--- src/rtl/tick_cdt_pkg.sv ---
package tick_cdt_pkg;
   localparam int REG_W     = 32;
   localparam int ENA_BIT   = 31;
   localparam int REP_BIT   = 30;
   localparam int ACK_BIT   = 30;
   localparam int PEND_BIT  = 30;
   localparam int PRESET_WORD = 0;
   localparam int STATUS_WORD = 4;

   typedef enum logic [1:0] {
      SEL_NONE   = 2'd0,
      SEL_PRESET = 2'd1,
      SEL_STATUS = 2'd2
   } reg_sel_e;
endpackage

--- src/rtl/tick_cdt_decode.sv ---
module tick_cdt_decode
   import tick_cdt_pkg::*;
#(
   parameter int ADDR_W    = 8,
   parameter int NUM_CH    = 4,
   parameter int BASE_OFF  = 'h50,
   parameter int CH_STRIDE = 8
) (
   input  logic [ADDR_W-1:0] addr_i,
   output logic [NUM_CH-1:0] ch_sel_o,
   output reg_sel_e          reg_sel_o
);
   localparam int SH    = $clog2(CH_STRIDE);
   localparam int IDX_W = ADDR_W + 1 - SH;
   localparam logic [ADDR_W:0] BASE_X = (ADDR_W+1)'(BASE_OFF);
   localparam logic [ADDR_W:0] SPAN_X = (ADDR_W+1)'(NUM_CH * CH_STRIDE);

   logic [ADDR_W:0]  off;
   logic             in_rng;
   logic [SH-1:0]    word;
   logic [IDX_W-1:0] idx;

   always_comb begin
      off    = {1'b0, addr_i} - BASE_X;
      in_rng = ({1'b0, addr_i} >= BASE_X) && (off < SPAN_X);
      word   = off[SH-1:0];
      idx    = off[ADDR_W:SH];
   end

   for (genvar k = 0; k < NUM_CH; k++) begin : g_sel
      assign ch_sel_o[k] = in_rng && (idx == IDX_W'(k));
   end

   always_comb begin
      reg_sel_o = SEL_NONE;
      if (in_rng) begin
         if (word == SH'(PRESET_WORD))      reg_sel_o = SEL_PRESET;
         else if (word == SH'(STATUS_WORD)) reg_sel_o = SEL_STATUS;
      end
   end

   // at most one channel is selected by any address
   always_comb begin
      assert_one_channel_R12: assert ($onehot0(ch_sel_o));
   end
endmodule

--- src/rtl/tick_cdt_channel.sv ---
module tick_cdt_channel
   import tick_cdt_pkg::*;
#(
   parameter int CNT_W = 29
) (
   input  logic             clk,
   input  logic             rst_n,
   input  logic             tick_i,
   input  logic             pre_wr_i,
   input  logic             clr_wr_i,
   input  logic [REG_W-1:0] wdata_i,
   output logic [REG_W-1:0] preset_word_o,
   output logic [REG_W-1:0] status_word_o,
   output logic             irq_o
);
   localparam int PAD_W = 30 - CNT_W;

   logic             ena_q, rep_q, pend_q;
   logic [CNT_W-1:0] load_q, cnt_q;
   logic             at_zero, expire, ack;

   assign at_zero = (cnt_q == '0);
   assign expire  = ena_q && tick_i && at_zero && !pre_wr_i;
   assign ack     = clr_wr_i && wdata_i[ACK_BIT];

   always_ff @(posedge clk) begin
      if (!rst_n) begin
         ena_q  <= 1'b0;
         rep_q  <= 1'b0;
         load_q <= '0;
         cnt_q  <= '0;
      end else if (pre_wr_i) begin
         ena_q  <= wdata_i[ENA_BIT];
         rep_q  <= wdata_i[REP_BIT];
         load_q <= wdata_i[CNT_W-1:0];
         cnt_q  <= wdata_i[CNT_W-1:0];
      end else if (ena_q && tick_i) begin
         if (at_zero) begin
            if (rep_q) cnt_q <= load_q;
            else       ena_q <= 1'b0;
         end else begin
            cnt_q <= cnt_q - 1'b1;
         end
      end
   end

   always_ff @(posedge clk) begin
      if (!rst_n)      pend_q <= 1'b0;
      else if (expire) pend_q <= 1'b1;
      else if (ack)    pend_q <= 1'b0;
   end

   assign preset_word_o = {ena_q, rep_q, {PAD_W{1'b0}}, load_q};
   assign status_word_o = {1'b0, pend_q, {PAD_W{1'b0}}, cnt_q};
   assign irq_o         = pend_q;

   assert_restart_R2: assert property (@(posedge clk) disable iff (!rst_n)
      pre_wr_i |=> (cnt_q == $past(wdata_i[CNT_W-1:0])));
   assert_expire_sets_R3: assert property (@(posedge clk) disable iff (!rst_n)
      (ena_q && tick_i && at_zero && !pre_wr_i) |=> irq_o);
   assert_reload_R4: assert property (@(posedge clk) disable iff (!rst_n)
      (ena_q && rep_q && tick_i && at_zero && !pre_wr_i) |=> (ena_q && cnt_q == $past(load_q)));
   assert_single_stop_R5: assert property (@(posedge clk) disable iff (!rst_n)
      (ena_q && !rep_q && tick_i && at_zero && !pre_wr_i) |=> !ena_q);
   assert_hold_R10: assert property (@(posedge clk) disable iff (!rst_n)
      (!tick_i && !pre_wr_i) |=> $stable(cnt_q));
   assert_irq_level_R11: assert property (@(posedge clk) disable iff (!rst_n)
      (irq_o && !ack) |=> irq_o);
   assert_expire_wins_R8: assert property (@(posedge clk) disable iff (!rst_n)
      (ack && ena_q && tick_i && at_zero && !pre_wr_i) |=> irq_o);
endmodule

--- src/rtl/tick_cdt_rdmux.sv ---
module tick_cdt_rdmux
   import tick_cdt_pkg::*;
#(
   parameter int NUM_CH = 4
) (
   input  logic [NUM_CH-1:0]       ch_sel_i,
   input  reg_sel_e                reg_sel_i,
   input  logic [NUM_CH*REG_W-1:0] preset_words_i,
   input  logic [NUM_CH*REG_W-1:0] status_words_i,
   output logic [REG_W-1:0]        rdata_o
);
   always_comb begin
      rdata_o = '0;
      for (int k = 0; k < NUM_CH; k++) begin
         if (ch_sel_i[k]) begin
            if (reg_sel_i == SEL_PRESET)      rdata_o = rdata_o | preset_words_i[k*REG_W +: REG_W];
            else if (reg_sel_i == SEL_STATUS) rdata_o = rdata_o | status_words_i[k*REG_W +: REG_W];
         end
      end
   end
endmodule

--- src/rtl/tick_cdt_bank.sv ---
module tick_cdt_bank
   import tick_cdt_pkg::*;
#(
   parameter int NUM_CH    = 4,
   parameter int CNT_W     = 29,
   parameter int ADDR_W    = 8,
   parameter int BASE_OFF  = 'h50,
   parameter int CH_STRIDE = 8
) (
   input  logic              clk,
   input  logic              rst_n,
   input  logic              tick_i,
   input  logic              bus_we_i,
   input  logic [ADDR_W-1:0] bus_addr_i,
   input  logic [REG_W-1:0]  bus_wdata_i,
   output logic [REG_W-1:0]  bus_rdata_o,
   output logic [NUM_CH-1:0] irq_o
);
   localparam int SPAN = NUM_CH * CH_STRIDE;

   if (NUM_CH < 1) begin : g_bad_nch
      $error("NUM_CH must be at least 1");
   end
   if (CNT_W < 1 || CNT_W > 29) begin : g_bad_cnt
      $error("CNT_W must lie in 1..29");
   end
   if (CH_STRIDE < 8 || (CH_STRIDE & (CH_STRIDE - 1)) != 0) begin : g_bad_stride
      $error("CH_STRIDE must be a power of two, at least 8");
   end
   if (BASE_OFF + SPAN > (1 << ADDR_W)) begin : g_bad_map
      $error("register bank does not fit in ADDR_W");
   end

   logic [NUM_CH-1:0]       ch_sel;
   reg_sel_e                reg_sel;
   logic [NUM_CH*REG_W-1:0] preset_words, status_words;

   tick_cdt_decode #(
      .ADDR_W(ADDR_W), .NUM_CH(NUM_CH), .BASE_OFF(BASE_OFF), .CH_STRIDE(CH_STRIDE)
   ) u_decode (
      .addr_i(bus_addr_i), .ch_sel_o(ch_sel), .reg_sel_o(reg_sel)
   );

   for (genvar k = 0; k < NUM_CH; k++) begin : g_ch
      logic pre_wr, clr_wr;
      assign pre_wr = bus_we_i && ch_sel[k] && (reg_sel == SEL_PRESET);
      assign clr_wr = bus_we_i && ch_sel[k] && (reg_sel == SEL_STATUS);

      tick_cdt_channel #(.CNT_W(CNT_W)) u_ch (
         .clk(clk), .rst_n(rst_n), .tick_i(tick_i),
         .pre_wr_i(pre_wr), .clr_wr_i(clr_wr), .wdata_i(bus_wdata_i),
         .preset_word_o(preset_words[k*REG_W +: REG_W]),
         .status_word_o(status_words[k*REG_W +: REG_W]),
         .irq_o(irq_o[k])
      );
   end

   tick_cdt_rdmux #(.NUM_CH(NUM_CH)) u_rdmux (
      .ch_sel_i(ch_sel), .reg_sel_i(reg_sel),
      .preset_words_i(preset_words), .status_words_i(status_words),
      .rdata_o(bus_rdata_o)
   );

   // interrupts are quiet in the first cycle out of reset
   assert_reset_quiet_R1: assert property (@(posedge clk)
      !rst_n |=> (irq_o == '0));
endmodule

--- config.mk ---
export PLATFORM = sky130hd
export DESIGN_NAME = tick_cdt_bank
export DESIGN_NICKNAME = d
export VERILOG_FILES = /design/src/rtl/tick_cdt_pkg.sv /design/src/rtl/tick_cdt_decode.sv /design/src/rtl/tick_cdt_channel.sv /design/src/rtl/tick_cdt_rdmux.sv /design/src/rtl/tick_cdt_bank.sv
export SDC_FILE = /design/constraint.sdc
export NUM_CORES = 1
export LEC_CHECK = 0
export BUFFER_PORTS_ARGS = -buffer_cell sky130_fd_sc_hd__buf_2
export CAP_MARGIN = 10
export CORE_AREA = 3 3 203 205
export DETAILED_ROUTE_END_ITERATION = 10
export DIE_AREA = 0 0 206 208
export SYNTH_ARGS = -nofsm -noshare
export SYNTH_HDL_FRONTEND = slang
export SYNTH_HIERARCHICAL = 1
export SYNTH_SLANG_ARGS = --single-unit
--- constraint.sdc ---
create_clock -name clk -period 6.51 [get_ports clk]
set_clock_uncertainty 0.1 [all_clocks]
set_input_delay 0.3255 -clock clk [delete_from_list [all_inputs] [get_ports clk]]
set_output_delay 0.3255 -clock clk [all_outputs]
set_load 0.02 [all_outputs]
-- Word-level counts from Yosys, hierarchy flattened
Cells that the tools add are included.
- register bits: 244
- bits of input ports: 44
- output and inout bits: 36
- word-level logic and storage cells: 165
- add/sub/neg operators: 5
- order comparisons: 2
- equality and inequality tests: 14
- multiplexer cells: 55
- bitwise logic cells: 6
- reduce and logical (&&, ||, !) cells: 63
- operators by type and width (cell ; number):
    $mux 29 ; 16
    $mux 32 ; 11
    $logic_not 29->1 ; 4
    $sub 29x1->29 const B ; 4
    $or 32x31->32 ; 3
    $or 32x32->32 ; 3
    $logic_and 1x1->1 ; 33
    $mux 31 ; 1
    $mux 1 ; 24
    $reduce_bool 2->1 ; 12
    $eq 6x2->1 const B ; 2
    $ne 3x1->1 const B ; 4
    $reduce_and 3->1 ; 4
    $lt 9x6->1 const B ; 1
    $sub 8x7->9 const B ; 1
    $ge 8x7->1 const B ; 1
    $ne 2x1->1 const B ; 4
    $reduce_and 2->1 ; 4
    $eq 6x1->1 const B ; 1
    $logic_not 6->1 ; 1
    $mux 2 ; 3
    $logic_not 1->1 ; 4
    $eq 3x3->1 const B ; 1
    $logic_not 3->1 ; 1
    other kinds (2) ; 2

-- Depth between registers and ports, before layout
Gate-level depths: netlist of run 1.
- depth in word-level cells: 21
- gate-level depth with buffers: 13
- depth with buffers taken out: 12

-- Modules after synthesis
The synthesis of run 1 kept the hierarchy.
- by module, submodules not included (module ; instances ; cells each ; area each (sq um) ; sequential area each (sq um)):
    tick_cdt_channel ; 4 ; 415 ; 3392.0 ; 1221.2
    tick_cdt_rdmux ; 1 ; 306 ; 1934.4 ; 0.0
    tick_cdt_decode ; 1 ; 21 ; 131.4 ; 0.0
    tick_cdt_bank ; 1 ; 8 ; 80.1 ; 0.0

-- Least setup slack after synthesis of run 1
No wires, ideal clock.
- kind: input to register
- start point: input bus_addr_i[4]
- end point: register g_ch[1].u_ch.load_q[11]
- setup time: 0.128 ns
- arrival time: 2.881 ns
- data required time: 6.282 ns
- slack: 3.401 ns
- stages: 11
- path buffers: 3
- cells stage by stage: inv_1 ha_1 and2b_1 a31oi_1 nor3_1 and4b_1 buf_2 clkbuf_1 buf_1 mux2i_1 nor2_1
- cells in the longest elaborated chain, start to end: 6
- elaborated cells on any way between the ends: 10
- those cells by class: add/sub (1); order compare (2); eq/ne (2); mux (1); reduce/logical (4)
- ends and longest elaborated chain (element ; RTL line ; source):
    start: declaration ; tick_cdt_bank.sv:14 ; input logic [ADDR_W-1:0] bus_addr_i,
    $sub 8x7->9 ; tick_cdt_decode.sv:24 ; off = {1'b0, addr_i} - BASE_X;
    $lt 9x6->1 ; tick_cdt_decode.sv:25 ; in_rng = ({1'b0, addr_i} >= BASE_X) && (off < SPAN_X);
    $logic_and 1x1->1 (*) ; tick_cdt_decode.sv:25 ;
    $mux 2 (*) ; tick_cdt_decode.sv:36 ; if (in_rng) begin
    named net reg_sel[0] ; tick_cdt_bank.sv:35 ; reg_sel_e reg_sel;
    $eq 2x1->1 (*) ; tick_cdt_bank.sv:46 ; assign pre_wr = bus_we_i && ch_sel[k] && (reg_sel == SEL_PRESET);
    $logic_and 1x1->1 (*) ; tick_cdt_bank.sv:46 ;
    named net g_ch[1].pre_wr ; tick_cdt_bank.sv:45 ; logic pre_wr, clr_wr;
    end signal: assignment ; tick_cdt_channel.sv:35 ; load_q <= wdata_i[CNT_W-1:0];
    end: declaration ; tick_cdt_channel.sv:19 ; logic [CNT_W-1:0] load_q, cnt_q;
Mark *: on every way through the listed nets, which the timed path passes. The rest lies on a longest branch.
A chain may end at the register's enable or synchronous reset.

-- Worst setup path in the final report of run 1
- start point: input bus_addr_i[4]
- end point: output bus_rdata_o[5]
- cells in the longest elaborated chain, start to end: 20
- elaborated cells on any way between the ends: 33
- those cells by class: add/sub (1); order compare (2); eq/ne (5); mux (13); bitwise (6); reduce/logical (6)
- ends and longest elaborated chain (element ; RTL line ; source):
    $sub 8x7->9 ; tick_cdt_decode.sv:24 ;
    $lt 9x6->1 ; tick_cdt_decode.sv:25 ;
    $logic_and 1x1->1 (*) ; tick_cdt_decode.sv:25 ;
    $mux 2 (*) ; tick_cdt_decode.sv:36 ;
    named net reg_sel[0] ; tick_cdt_bank.sv:35 ;
    $eq 2x2->1 ; tick_cdt_rdmux.sv:17 ; else if (reg_sel_i == SEL_STATUS) rdata_o = rdata_o | status_words_i[k*REG_W +: REG_W];
    $mux 31 ; tick_cdt_rdmux.sv:17 ;
    $mux 32 ; tick_cdt_rdmux.sv:16 ; if (reg_sel_i == SEL_PRESET) rdata_o = rdata_o | preset_words_i[k*REG_W +: REG_W];
    [... 5 more ...] ; n/a ;
    $or 32x31->32 ; tick_cdt_rdmux.sv:17 ;
    $mux 32 ; tick_cdt_rdmux.sv:17 ;
    $mux 32 ; tick_cdt_rdmux.sv:16 ;
    $mux 32 ; tick_cdt_rdmux.sv:15 ; if (ch_sel_i[k]) begin
    $or 32x31->32 ; tick_cdt_rdmux.sv:17 ;
    $mux 32 ; tick_cdt_rdmux.sv:17 ;
    $mux 32 ; tick_cdt_rdmux.sv:16 ;
    $mux 32 (*) ; tick_cdt_rdmux.sv:15 ;
    end: declaration ; tick_cdt_bank.sv:16 ; output logic [REG_W-1:0] bus_rdata_o,
Marks and branches as above.

==> out/metrics.yaml, run 1 <==
run_status:
  status: "completed"
sta:
  finalHoldViolCount: 0
  relSlewSlack_pct: 21.7
  rsz0062_at_grt: "false"
  worstMarginPinSlew_ps: 1170
  setup-violations-final: 0
  final_max_slew_viol_count: 0
  finalCritPeriodShare_pct: 59.9
  tns_ps: 0
  timing.hold.ws_ps: 54.2
  fmax_ghz: 0.256
  layout_min_cycle_time_ps: 3900
  timing.final.ws_setup_ps: 2610
critical_path:
  crit_cells: 12
  worstPathRequired_ps: 6080
  end_kind: "primary output"
  rr_worst_depth: 9
  critPathTopFamily: "simple AND/OR/NAND/NOR gates"
  slowest_stage: "nor2b_2"
  crit_type: "primary input to primary output"
  start_kind: "primary input"
  arrival_ps: 3470
  path_cells: "buf_2 -> inv_1 -> ha_1 -> and2b_1 -> a31oi_1 -> nor3_1 -> buf_4 -> nor2b_2 -> buf_4 -> a22o_1 -> a211o_1 -> buf_2"
  cp_max_fo: 22
  worst-path-buf-inv: 5
  slowest_delay_ps: 950
detailed_routing:
  via_count: 16500
  ant_nets: 0
  wl_per_cell_um: 26.0
  drtIter0Drc: 1992
  vias_per_cell: 6.56
  drt-pass1-iter-count: 6
  drc: 0
  wl_mm: 65.5
synth:
  syn-instance-count: 1995
  avgSynthCellArea_um2: 7.88
  synth-seq-cells: 244
  ys.warnings.count: 6
  async_reset_ff_share_pct: 0
  dominantRegCellSynth: "dfxtp_1"
  synth-edff-count: 0
  yosysSeqAreaShare_pct: 31.1
  synth_area_um2: 15700
  synth_cell_type_count: 69
final_layout:
  stdcell_area_um2: 17200
  area_delta_synth_final_pct: 9.40
  final_cell_mix: "253 x nand2_1, 244 x dfxtp_1, 165 x nor2_1"
  final_nets: 2020
  drive_gt1_share_pct: 12.8
  layout_commonest_cell: "nand2_1"
grt:
  grt.total_usage_pct: 29.4
  antenna_found_initial: 3
  grt_pass1_wl_mm: 97.0
  grt-ovfl-total: 0
  grt_max_degree: 67
  grt_pass1_vias: 15300
power:
  ir_drop_v: 0.000166
  finalPower_mw: 3.40
  power-per-cell-area_nw_per_um2: 198
  leakagePower_nw: 6.43
clock_tree:
  cts_buffers: 29
  cts_hold_buf: 0
  clock_sinks: 244
  post_cts_buffers: 0
  clock_latency_ps: 590
  path_clk_slew_ps: 60
  cts_root_buf: "clkbuf_16"
  cts_buffer_depth: 3
  cts-htree-levels: 1
  cts-resized-gates: 0
  cts_tree: "done"
hold_path:
  hp-class: "primary input to flip-flop"
  min_path_cells: 3
floorplanning:
  die-area_um2: 42800
  initial_utilization_pct: 39.6
  chipHeight_um: 208
  die_w_um: 206
  core_um2: 39600
  io_pins: 80
  rows: 73
run:
  cap_violations: 0
placed_design:
  dp_slack_ps: 2350
  gp_congestion: 1.02
  dpl_cell_area_um2: 16200
  portBuffers: 77
  dp_hpwl_mm: 45.9
stage by stage:
step	instances	utilization (%)
after global routing	2518	43.4
after floorplan	2003	-
after detailed placement	2465	40.8
after CTS	2518	43.4
final	2520	43.4
after global placement	2465	40.8
cell usage after synthesis (all sizes together), types with 5 or more instances:
master   instances  area share [%]
a22o            32             1.8
and2            32             1.3
o31ai           12            0.57
o211ai          29             1.4
dfxtp          244              31
o41ai            8            0.64
o311ai          16            0.89
a41oi            8            0.64
nor4b            6            0.49
nand2          261             6.4
o22ai           76             3.0
buf             93             3.7
a211o           32             1.8
ha               5            0.40
o21a             8            0.38
and4b            8            0.51
xnor2           36             2.0
a21oi          149             5.0
nand4           52             2.5
a22oi           96             4.6
nor3            53             1.8
xor2            21             1.2
o2bb2ai         16            0.89
nor4            64             3.9
or4             32             1.6
inv             27            0.64
nand3           56             1.8
nor3b            6            0.29
clkbuf          77             1.8
or3             21            0.84
o21ai           65             2.1
mux2i           76             4.8
nor2           171             4.3
or2             12            0.48
a211oi           8            0.38
a31oi           33             1.3
power breakdown:
part / internal [mW] / switching (mW)
clock: 1.04 / 0.697
sequential: 1.49 / 0.00169
combinational: 0.0350 / 0.133
layer usage:
| metal | vias up | global-route usage, % | part of all wire (%) |
|---|---|---|---|
| met5 | - | 0 | 0.052 |
| met4 | 4 | 15.4 | 6.8 |
| met3 | 206 | 7.32 | 10 |
| met2 | 882 | 44.6 | 43 |
| met1 | 7970 | 38.3 | 40 |
| li1 | 7465 | - | - |
layout make-up:
type | instances | area [µm²]
multi-input cells | 1562 | 9930
clock buffers | 43 | 868
well taps | 525 | 657
inverters | 27 | 101
diodes | 2 | 5.00
fillers | 4101 | 22400
clock inverters | 10 | 133
flip-flops and latches | 244 | 4880
repair buffers | 107 | 611
registers in the layout, summed over array words and instances, names as in the netlist:
name,flops
g_ch.u_ch/rep_q,4
g_ch.u_ch/load_q,116
g_ch.u_ch/ena_q,4
g_ch.u_ch/irq_o,4
g_ch.u_ch/cnt_q,116
worst reg2reg max path, delay by kind of cell, from the launching register on:
kind            cells  cell delay, ps
flops               1             420
buf+inv             2             450
simple gates        4            1390
fa+ha+maj           1             310
compound gates      2             390
kinds of logic after synthesis:
kind of cell,synth area share [%]
and+or+nand+nor,26.8
AOI/OAI and AO/OA,27.2
DFF,31.1
buffers and inverters,6.14
muxes,5.13
xor gates and xnor gates,3.18
adders and majority gates,0.398
other,0.0955
worst paths after layout:
check | from | to | slack [ps]
hold reg to reg | g_ch[3].u_ch/load_q[15]$_SDFFE_PN0P_ | g_ch[3].u_ch/load_q[15]$_SDFFE_PN0P_ | 380
hold / removal | bus_wdata_i[10] | g_ch[0].u_ch/load_q[10]$_SDFFE_PN0P_ | 50
setup reg to reg | g_ch[2].u_ch/cnt_q[0]$_SDFFE_PN0P_ | g_ch[2].u_ch/cnt_q[19]$_SDFFE_PN0P_ | 3290
setup / recovery | bus_addr_i[4] | bus_rdata_o[5] | 2610
No activity file was read; power rests on OpenSTA's default activity.
==> inputs of run 2 (changes only) <==
Clock period 6.51 ns to 3.6 ns, I/O delays scaled along.
==> run 2 against run 1 <==
Register-to-register slack got worse by 2700 ps; design area up 3.0%; routed wire length up 0.87%; clock power rose by 70%; first-iteration DRC count fell by 14%; non-clock buffer count grew 63; global-route usage increased by 0.42 points; die area is the same; sequential share of layout area is 0.82 points lower; power rose by 76%; cell count increased by 2.5%.
==> out/metrics.yaml, run 2 (same netlist as run 1, synthesis figures left out) <==
run_status:
  status: "completed"  # unchanged
sta:
  fmax_ghz: 0.311
  tns_ps: 0  # unchanged
  layout_min_cycle_time_ps: 3220
  finalCritPeriodShare_pct: 89.4
  setup-violations-final: 0  # unchanged
  final_max_slew_viol_count: 0  # unchanged
  relSlewSlack_pct: 43.4  # was 21.7%
  rsz0062_at_grt: "false"  # unchanged
  finalHoldViolCount: 0  # unchanged
  worstMarginPinSlew_ps: 848  # was 1170 ps
detailed_routing:
  drt-pass1-iter-count: 6  # unchanged
  vias_per_cell: 6.40  # was 6.56
  wl_mm: 66.1  # was 65.5 mm
  via_count: 16500  # about the same
  routed.top_layer: "met4"  # was met5
  drc: 0  # unchanged
  wl_met3_mm: 6.22  # was 6.56 mm
  wl_per_cell_um: 25.6  # was 26.0 µm
  wl_met2_mm: 28.8  # was 28.4 mm
  route.layer.met1.wl_mm: 26.8  # was 26.1 mm
  ant_nets: 0  # unchanged
  drtIter0Drc: 1717  # was 1,992
hold_path:
  hp-class: "primary input to flip-flop"  # unchanged
floorplanning:
  core_um2: 39600  # unchanged
  io_pins: 80  # unchanged
  rows: 73  # unchanged
  initial_utilization_pct: 39.6  # unchanged
  chipHeight_um: 208  # unchanged
  die-area_um2: 42800  # unchanged
  die_w_um: 206  # unchanged
critical_path:
  crit_type: "primary input to primary output"  # unchanged
  slowest_stage: "nor2b_2"  # unchanged
  start_kind: "primary input"  # unchanged
  path_common_cell: "buf_2"
  worstPathRequired_ps: 3320  # was 6080 ps
  slowest_delay_ps: 620  # was 950 ps
  cp_max_fo: 20  # was 22
  path_cells: "buf_2 -> inv_1 -> ha_1 -> and2b_1 -> a31oi_1 -> nor3b_1 -> nor2b_2 -> buf_4 -> a22o_1 -> a211o_1 -> buf_2"  # was buf_2 -> inv_1 -> ha_1 -> and2b_1 -> a31oi_1 -> nor3_1 -> buf_4 -> nor2b_2 -> buf_4 -> a22o_1 -> a211o_1 -> buf_2
  arrival_ps: 2940  # was 3470 ps
  end_kind: "primary output"  # unchanged
placed_design:
  dp_cells: 2502  # was 2,465
  gp_congestion: 1.03  # was 1.02
  dp_hpwl_mm: 47.0  # was 45.9 mm
  portBuffers: 77  # unchanged
  dpl_cell_area_um2: 16500  # was 16,200 µm²
clock_tree:
  post_cts_buffers: 0  # unchanged
  cts_tree: "done"  # unchanged
  clock_sinks: 244  # unchanged
  cts_buffers: 29  # unchanged
  cts_root_buf: "clkbuf_16"  # unchanged
  cts-htree-levels: 1  # unchanged
  cts_buffer_depth: 3  # unchanged
  path_clk_slew_ps: 60  # about the same
  clock_latency_ps: 580  # was 590 ps
  cts-resized-gates: 0  # unchanged
final_layout:
  area_delta_synth_final_pct: 12.6  # was 9.40%
  largestRegisters: "g_ch.u_ch/cnt_q (116), g_ch.u_ch/load_q (116)"  # unchanged
  stdcell_area_um2: 17700  # was 17,200 µm²
  final_cell_mix: "253 x nand2_1, 244 x dfxtp_1, 165 x nor2_1"  # unchanged
  layout_commonest_cell: "nand2_1"  # unchanged
  stdcell_count: 2584  # was 2,520
  final_nets: 2083  # was 2,020
  post-route-util_pct: 44.7  # was 43.4%
  drive_gt1_share_pct: 14.0  # was 12.8%
grt:
  grt-ovfl-total: 0  # unchanged
  grt.total_usage_pct: 29.8  # was 29.4%
  grt_pass1_wl_mm: 97.9  # was 97.0 mm
  grt_pass1_vias: 15400  # was 15,300
  antenna_found_initial: 4  # was 3
  grt_max_degree: 66  # was 67
power:
  ir_drop_v: 0.000379  # was 0.000166 V
  leakagePower_nw: 6.70  # was 6.43 nW
  power-per-cell-area_nw_per_um2: 338  # was 198 nW/µm²
  finalPower_mw: 5.98  # was 3.40 mW
run:
  cap_violations: 0  # unchanged
[run 2: worst paths after layout]
path | slack [ps] | endpoint | startpoint | cells after the start
max | 380 | bus_rdata_o[27] | bus_addr_i[4] | 11
min | 10 | g_ch[0].u_ch/load_q[16]$_SDFFE_PN0P_ | bus_wdata_i[16] | 3
max reg2reg | 590 | g_ch[0].u_ch/cnt_q[13]$_SDFFE_PN0P_ | g_ch[0].u_ch/cnt_q[1]$_SDFFE_PN0P_ | 8
min reg2reg | 390 | g_ch[0].u_ch/load_q[15]$_SDFFE_PN0P_ | g_ch[0].u_ch/load_q[15]$_SDFFE_PN0P_ | 2
[run 2: cell type report]
type,count,area [µm²]
fillers,4047,21900
inverters,27,101
flip-flops and latches,244,4880
clock inverters,6,58.8
diodes,3,7.51
clock buffers,47,873
multi-input cells,1562,9930
repair buffers,170,1190
well taps,525,657
[run 2: worst max-delay path, delay by kind of cell]
family          cells  cell delay, ps
simple gates        3            1110
buf+inv             4             810
compound gates      3             610
fa+ha+maj           1             220
[run 2: per-layer routing]
layer | track usage (%) | vias up
met5 | 0 | -
met4 | 15.9 | 0
met3 | 6.95 | 171
met2 | 45.0 | 835
met1 | 39.2 | 7927
li1 | - | 7599
[run 2: where the power goes]
part | internal [mW] | switching, mW
Combinational | 0.0892 | 0.244
Clock | 1.71 | 1.23
Sequential | 2.70 | 0.00310
[run 2: what timing repair did]
item,4_1_cts,5_1_grt
endpoints found under the setup margin,0,0
endpoints found under the hold margin,137,0
hold buffers,26,0
[run 2: stage by stage]
stage | hold WS, ps | setup WS (ps)
final | 14.6 | 382
after global routing | 28.5 | 216
after CTS | 18.3 | 457
after detailed placement | 374 | 443
after global placement | 367 | 505
after floorplan | 227 | 637
==> inputs of run 3 (changes only) <==
Settings changed: CORE_AREA 3 3 203 205 to 3 3 197 199, DIE_AREA 0 0 206 208 to 0 0 200 202, SYNTH_HIERARCHICAL 1 to unset.
==> run 3 against run 2 <==
Via count down 7.0%; die area is 5.7% lower; synthesized cell count shrank 6.4%; setup slack worse by 260 ps; cell count is 5.3% lower; design area fell by 3.6%; core utilization rose by 0.98 points; largest power group unchanged.
==> out/metrics.yaml, run 3 <==
power:
  ir_drop_v: 0.000327  # was 0.000379 V
  clock_power_share_pct: 48.0  # was 49.2%
  switching_share_pct: 25.0  # was 24.7%
  power.internal_mw: 4.57  # was 4.51 mW
  leakagePower_nw: 6.07  # was 6.70 nW
  combPwrFrac_pct: 7.5  # was 5.6%
  power-per-cell-area_nw_per_um2: 357  # was 338 nW/µm²
  pwr-share-seq_pct: 44.5  # was 45.2%
  power_switching_mw: 1.52  # was 1.48 mW
detailed_routing:
  ant_nets: 0  # unchanged
  drc: 0  # unchanged
  drt-pass1-iter-count: 6  # unchanged
  wl_per_cell_um: 24.0  # was 25.6 µm
  vias_per_cell: 6.28  # was 6.40
  wl_mm: 58.8  # was 66.1 mm
  via_count: 15400  # was 16,500
  drtIter0Drc: 1785  # was 1,717
final_layout:
  nFillCells: 3734  # was 4,047
  regArea_um2: 4880  # unchanged
  final_cell_mix: "355 x nand2_1, 244 x dfxtp_1, 190 x a21oi_1"  # was 253 x nand2_1, 244 x dfxtp_1, 165 x nor2_1
  largestRegisters: "g_ch.u_ch.cnt_q (116), g_ch.u_ch.load_q (116)"  # was g_ch.u_ch/cnt_q (116), g_ch.u_ch/load_q (116)
  stdcell_count: 2447  # was 2,584
  layout_commonest_cell: "nand2_1"  # unchanged
  area_delta_synth_final_pct: 14.8  # was 12.6%
  antennaDiodeCount: 0  # was 3
  post-route-util_pct: 45.6  # was 44.7%
  multi_input_area_um2: 9260  # was 9930 µm²
  drive_gt1_share_pct: 15.2  # was 14.0%
  final_nets: 1965  # was 2,083
run_status:
  status: "completed"  # unchanged
clock_tree:
  clock_latency_ps: 580  # about the same
  clock_sinks: 244  # unchanged
  cts-htree-levels: 1  # unchanged
  cts_buffers: 29  # unchanged
  cts_buffer_depth: 3  # unchanged
  path_clk_slew_ps: 60  # about the same
  cts_root_buf: "clkbuf_16"  # unchanged
  cts_tree: "done"  # unchanged
hold_path:
  min_path_cells: 4  # was 3
  min-delay-start: "bus_we_i"  # was bus_wdata_i[16]
  hold_path_end: "g_ch[1].u_ch.irq_o$_SDFFE_PN0P_"  # was g_ch[0].u_ch/load_q[16]$_SDFFE_PN0P_
  hp-class: "primary input to flip-flop"  # unchanged
grt:
  grt_pass1_wl_mm: 87.8  # was 97.9 mm
  grt_max_degree: 157  # was 66
  grt.total_usage_pct: 28.3  # was 29.8%
  antenna_found_initial: 0  # was 4
  grt-ovfl-total: 0  # unchanged
  grt_pass1_vias: 14000  # was 15,400
synth:
  synth_cell_type_count: 86  # was 69
  ys.warnings.count: 0  # was 6
  synth.most_common_cell: "nand2_1"  # unchanged
  synth-seq-cells: 244  # unchanged
  synth_area_um2: 14900  # was 15,700 µm²
  dominantRegCellSynth: "dfxtp_1"  # unchanged
  async_reset_ff_share_pct: 0  # unchanged
  synthTopCellsByCount: "355 x nand2_1, 244 x dfxtp_1, 190 x a21oi_1"  # was 253 x nand2_1, 244 x dfxtp_1, 167 x nor2_1
  syn-instance-count: 1867  # was 1,995
  ys_top_cells_by_area: "dfxtp_1 33%, mux4_2 9.1%, nand2_1 9.0%, a21oi_1 6.4%, o21ai_0 3.6%"  # was dfxtp_1 31%, nand2_1 6.0%, mux2i_1 4.8%, a21oi_1 4.6%, a22oi_1 4.6%
  yosysTopAreaCellShare_pct: 32.9  # was 31.1%
  synth_nets: 1916
  synth-edff-count: 0  # unchanged
  avgSynthCellArea_um2: 7.96  # was 7.88 µm²
  yosysTopAreaCell: "dfxtp_1"  # unchanged
  yosysSeqAreaShare_pct: 32.9  # was 31.1%
floorplanning:
  die-area_um2: 40400  # was 42,800 µm²
  core_um2: 37400  # was 39,600 µm²
  initial_utilization_pct: 39.8  # was 39.6%
  chipHeight_um: 202  # was 208 µm
  die_w_um: 200  # was 206 µm
  rows: 71  # was 73
  io_pins: 80  # unchanged
sta:
  final_max_slew_viol_count: 0  # unchanged
  layout_min_cycle_time_ps: 3470  # was 3220 ps
  setup-violations-final: 0  # unchanged
  tns_ps: 0  # unchanged
  fmax_ghz: 0.288  # was 0.311 GHz
  worstMarginPinSlew_ps: 1100  # was 848 ps
  relSlewSlack_pct: 26.3  # was 43.4%
  finalHoldViolCount: 0  # unchanged
  rsz0062_at_grt: "false"  # unchanged
  finalCritPeriodShare_pct: 96.5  # was 89.4%
  timing.hold.ws_ps: 48.7  # was 14.6 ps
critical_path:
  arrival_ps: 3830  # was 2940 ps
  rr_endpoint: "g_ch[0].u_ch.cnt_q[15]$_SDFFE_PN0P_"  # was g_ch[0].u_ch/cnt_q[13]$_SDFFE_PN0P_
  start_kind: "primary input"  # unchanged
  r2r_slack_ps: 360  # was 590 ps
  crit-reg2reg-launch: "g_ch[0].u_ch.cnt_q[0]$_SDFFE_PN0P_"  # was g_ch[0].u_ch/cnt_q[1]$_SDFFE_PN0P_
  rr_worst_depth: 8  # unchanged
  cp_max_fo: 49  # was 20
  end_kind: "flip-flop"  # was primary output
  worstPathRequired_ps: 3960  # was 3320 ps
  crit_type: "primary input to flip-flop"  # was primary input to primary output
placed_design:
  dp_cells: 2363  # was 2,502
  gp_congestion: 1.02  # was 1.03
  dp_hpwl_mm: 43.9  # was 47.0 mm
  portBuffers: 77  # unchanged
run:
  cap_violations: 0  # unchanged
==> run 3: changes by cell type after synthesis, moves of 29 or more <==
cell / change
a21oi_1: +45
a22o_1: -29
a22oi_1: -90
clkbuf_1: +50
mux4_2: +60
nand2_1: +102
nand4_1: -35
nor2_1: -59
o21ai_0: +47
o22ai_1: -69
==> run 3: worst max-delay path by stage <==
stage | slack, ps | start | end
floorplan | 90 | bus_addr_i[4] | g_ch[0].u_ch.cnt_q[10]$_SDFFE_PN0P_
global placement | 280 | bus_addr_i[4] | g_ch[2].u_ch.cnt_q[14]$_SDFFE_PN0P_
detailed placement | 260 | bus_addr_i[4] | g_ch[2].u_ch.cnt_q[17]$_SDFFE_PN0P_
CTS | 120 | bus_addr_i[4] | g_ch[0].u_ch.ena_q$_SDFFE_PN0P_
finish | 130 | bus_addr_i[4] | g_ch[0].u_ch.ena_q$_SDFFE_PN0P_
global route | 60 | bus_addr_i[4] | g_ch[0].u_ch.ena_q$_SDFFE_PN0P_
==> run 3: power by group through the flow <==
stage               Sequential (mW)  Clock, mW  Combinational (mW)
detailed placement             2.77          0               0.421
finish                         2.71       2.92               0.458
floorplan                      2.77          0               0.259
global placement               2.77          0               0.418
global route                   2.71       3.05               0.485
CTS                            2.71       2.94               0.449
==> run 3: cells by family (layout without fill, tap and decap cells) <==
| family | Yosys count | count (layout) | share of synthesized area (%) |
|---|---|---|---|
| multiplexers | 116 | 116 | 12.9 |
| adder cells (fa/ha/maj) | 5 | 5 | 0.421 |
| buffers and inverters | 183 | 252 | 5.17 |
| XOR/XNOR | 28 | 28 | 1.65 |
| AND/OR/NAND/NOR | 737 | 737 | 23.7 |
| AO/OA/AOI/OAI | 553 | 553 | 23.3 |
| flip-flops | 244 | 244 | 32.9 |
| other | 1 | 1 | 0.0252 |
==> run 3: worst max-delay path, stage by stage <==
cell	delay, ps
dlygate4sd3_1	530
buf_4	210
inv_1	70
ha_1	310
or3b_2	570
or4_2	810
buf_6	290
o211ai_1	130
a21oi_1	90
dlygate4sd3_1	600
==> run 3: metal layers <==
layer  up-vias  GRT usage (%)  routed length, µm
li1       7075              -                  -
met1      7365           41.7              24900
met2       825           43.8              26300
met5         -              0                  0
met4         0           7.93               1680
met3       109           3.35               5940
==> run 3: through the flow <==
step	worst slack, ps	cell area [µm²]	power (mW)
after CTS	120	17100	6.10
after global routing	63.6	17100	6.25
after global placement	276	15800	3.19
after detailed placement	257	15800	3.19
final	125	17100	6.09
after floorplan	88.7	14900	3.03
==> run 3: what timing repair did <==
| action | in CTS | in global routing |
|---|---|---|
| hold buffers | 33 | 0 |
| setup buffers | 0 | 0 |
| hold endpoints to repair | 213 | 0 |
| endpoints found under the setup margin | 0 | 2 |
| resized for setup | 0 | 2 |
==> run 3: final cells by class <==
cell class	count	share of cell area, %
Clock inverter	6	0.359
Sequential cell	244	28.6
Timing Repair Buffer	180	7.47
Multi-Input combinational cell	1440	54.3
Inverter	21	0.477
Tap cell	511	3.75
Clock buffer	45	5.07
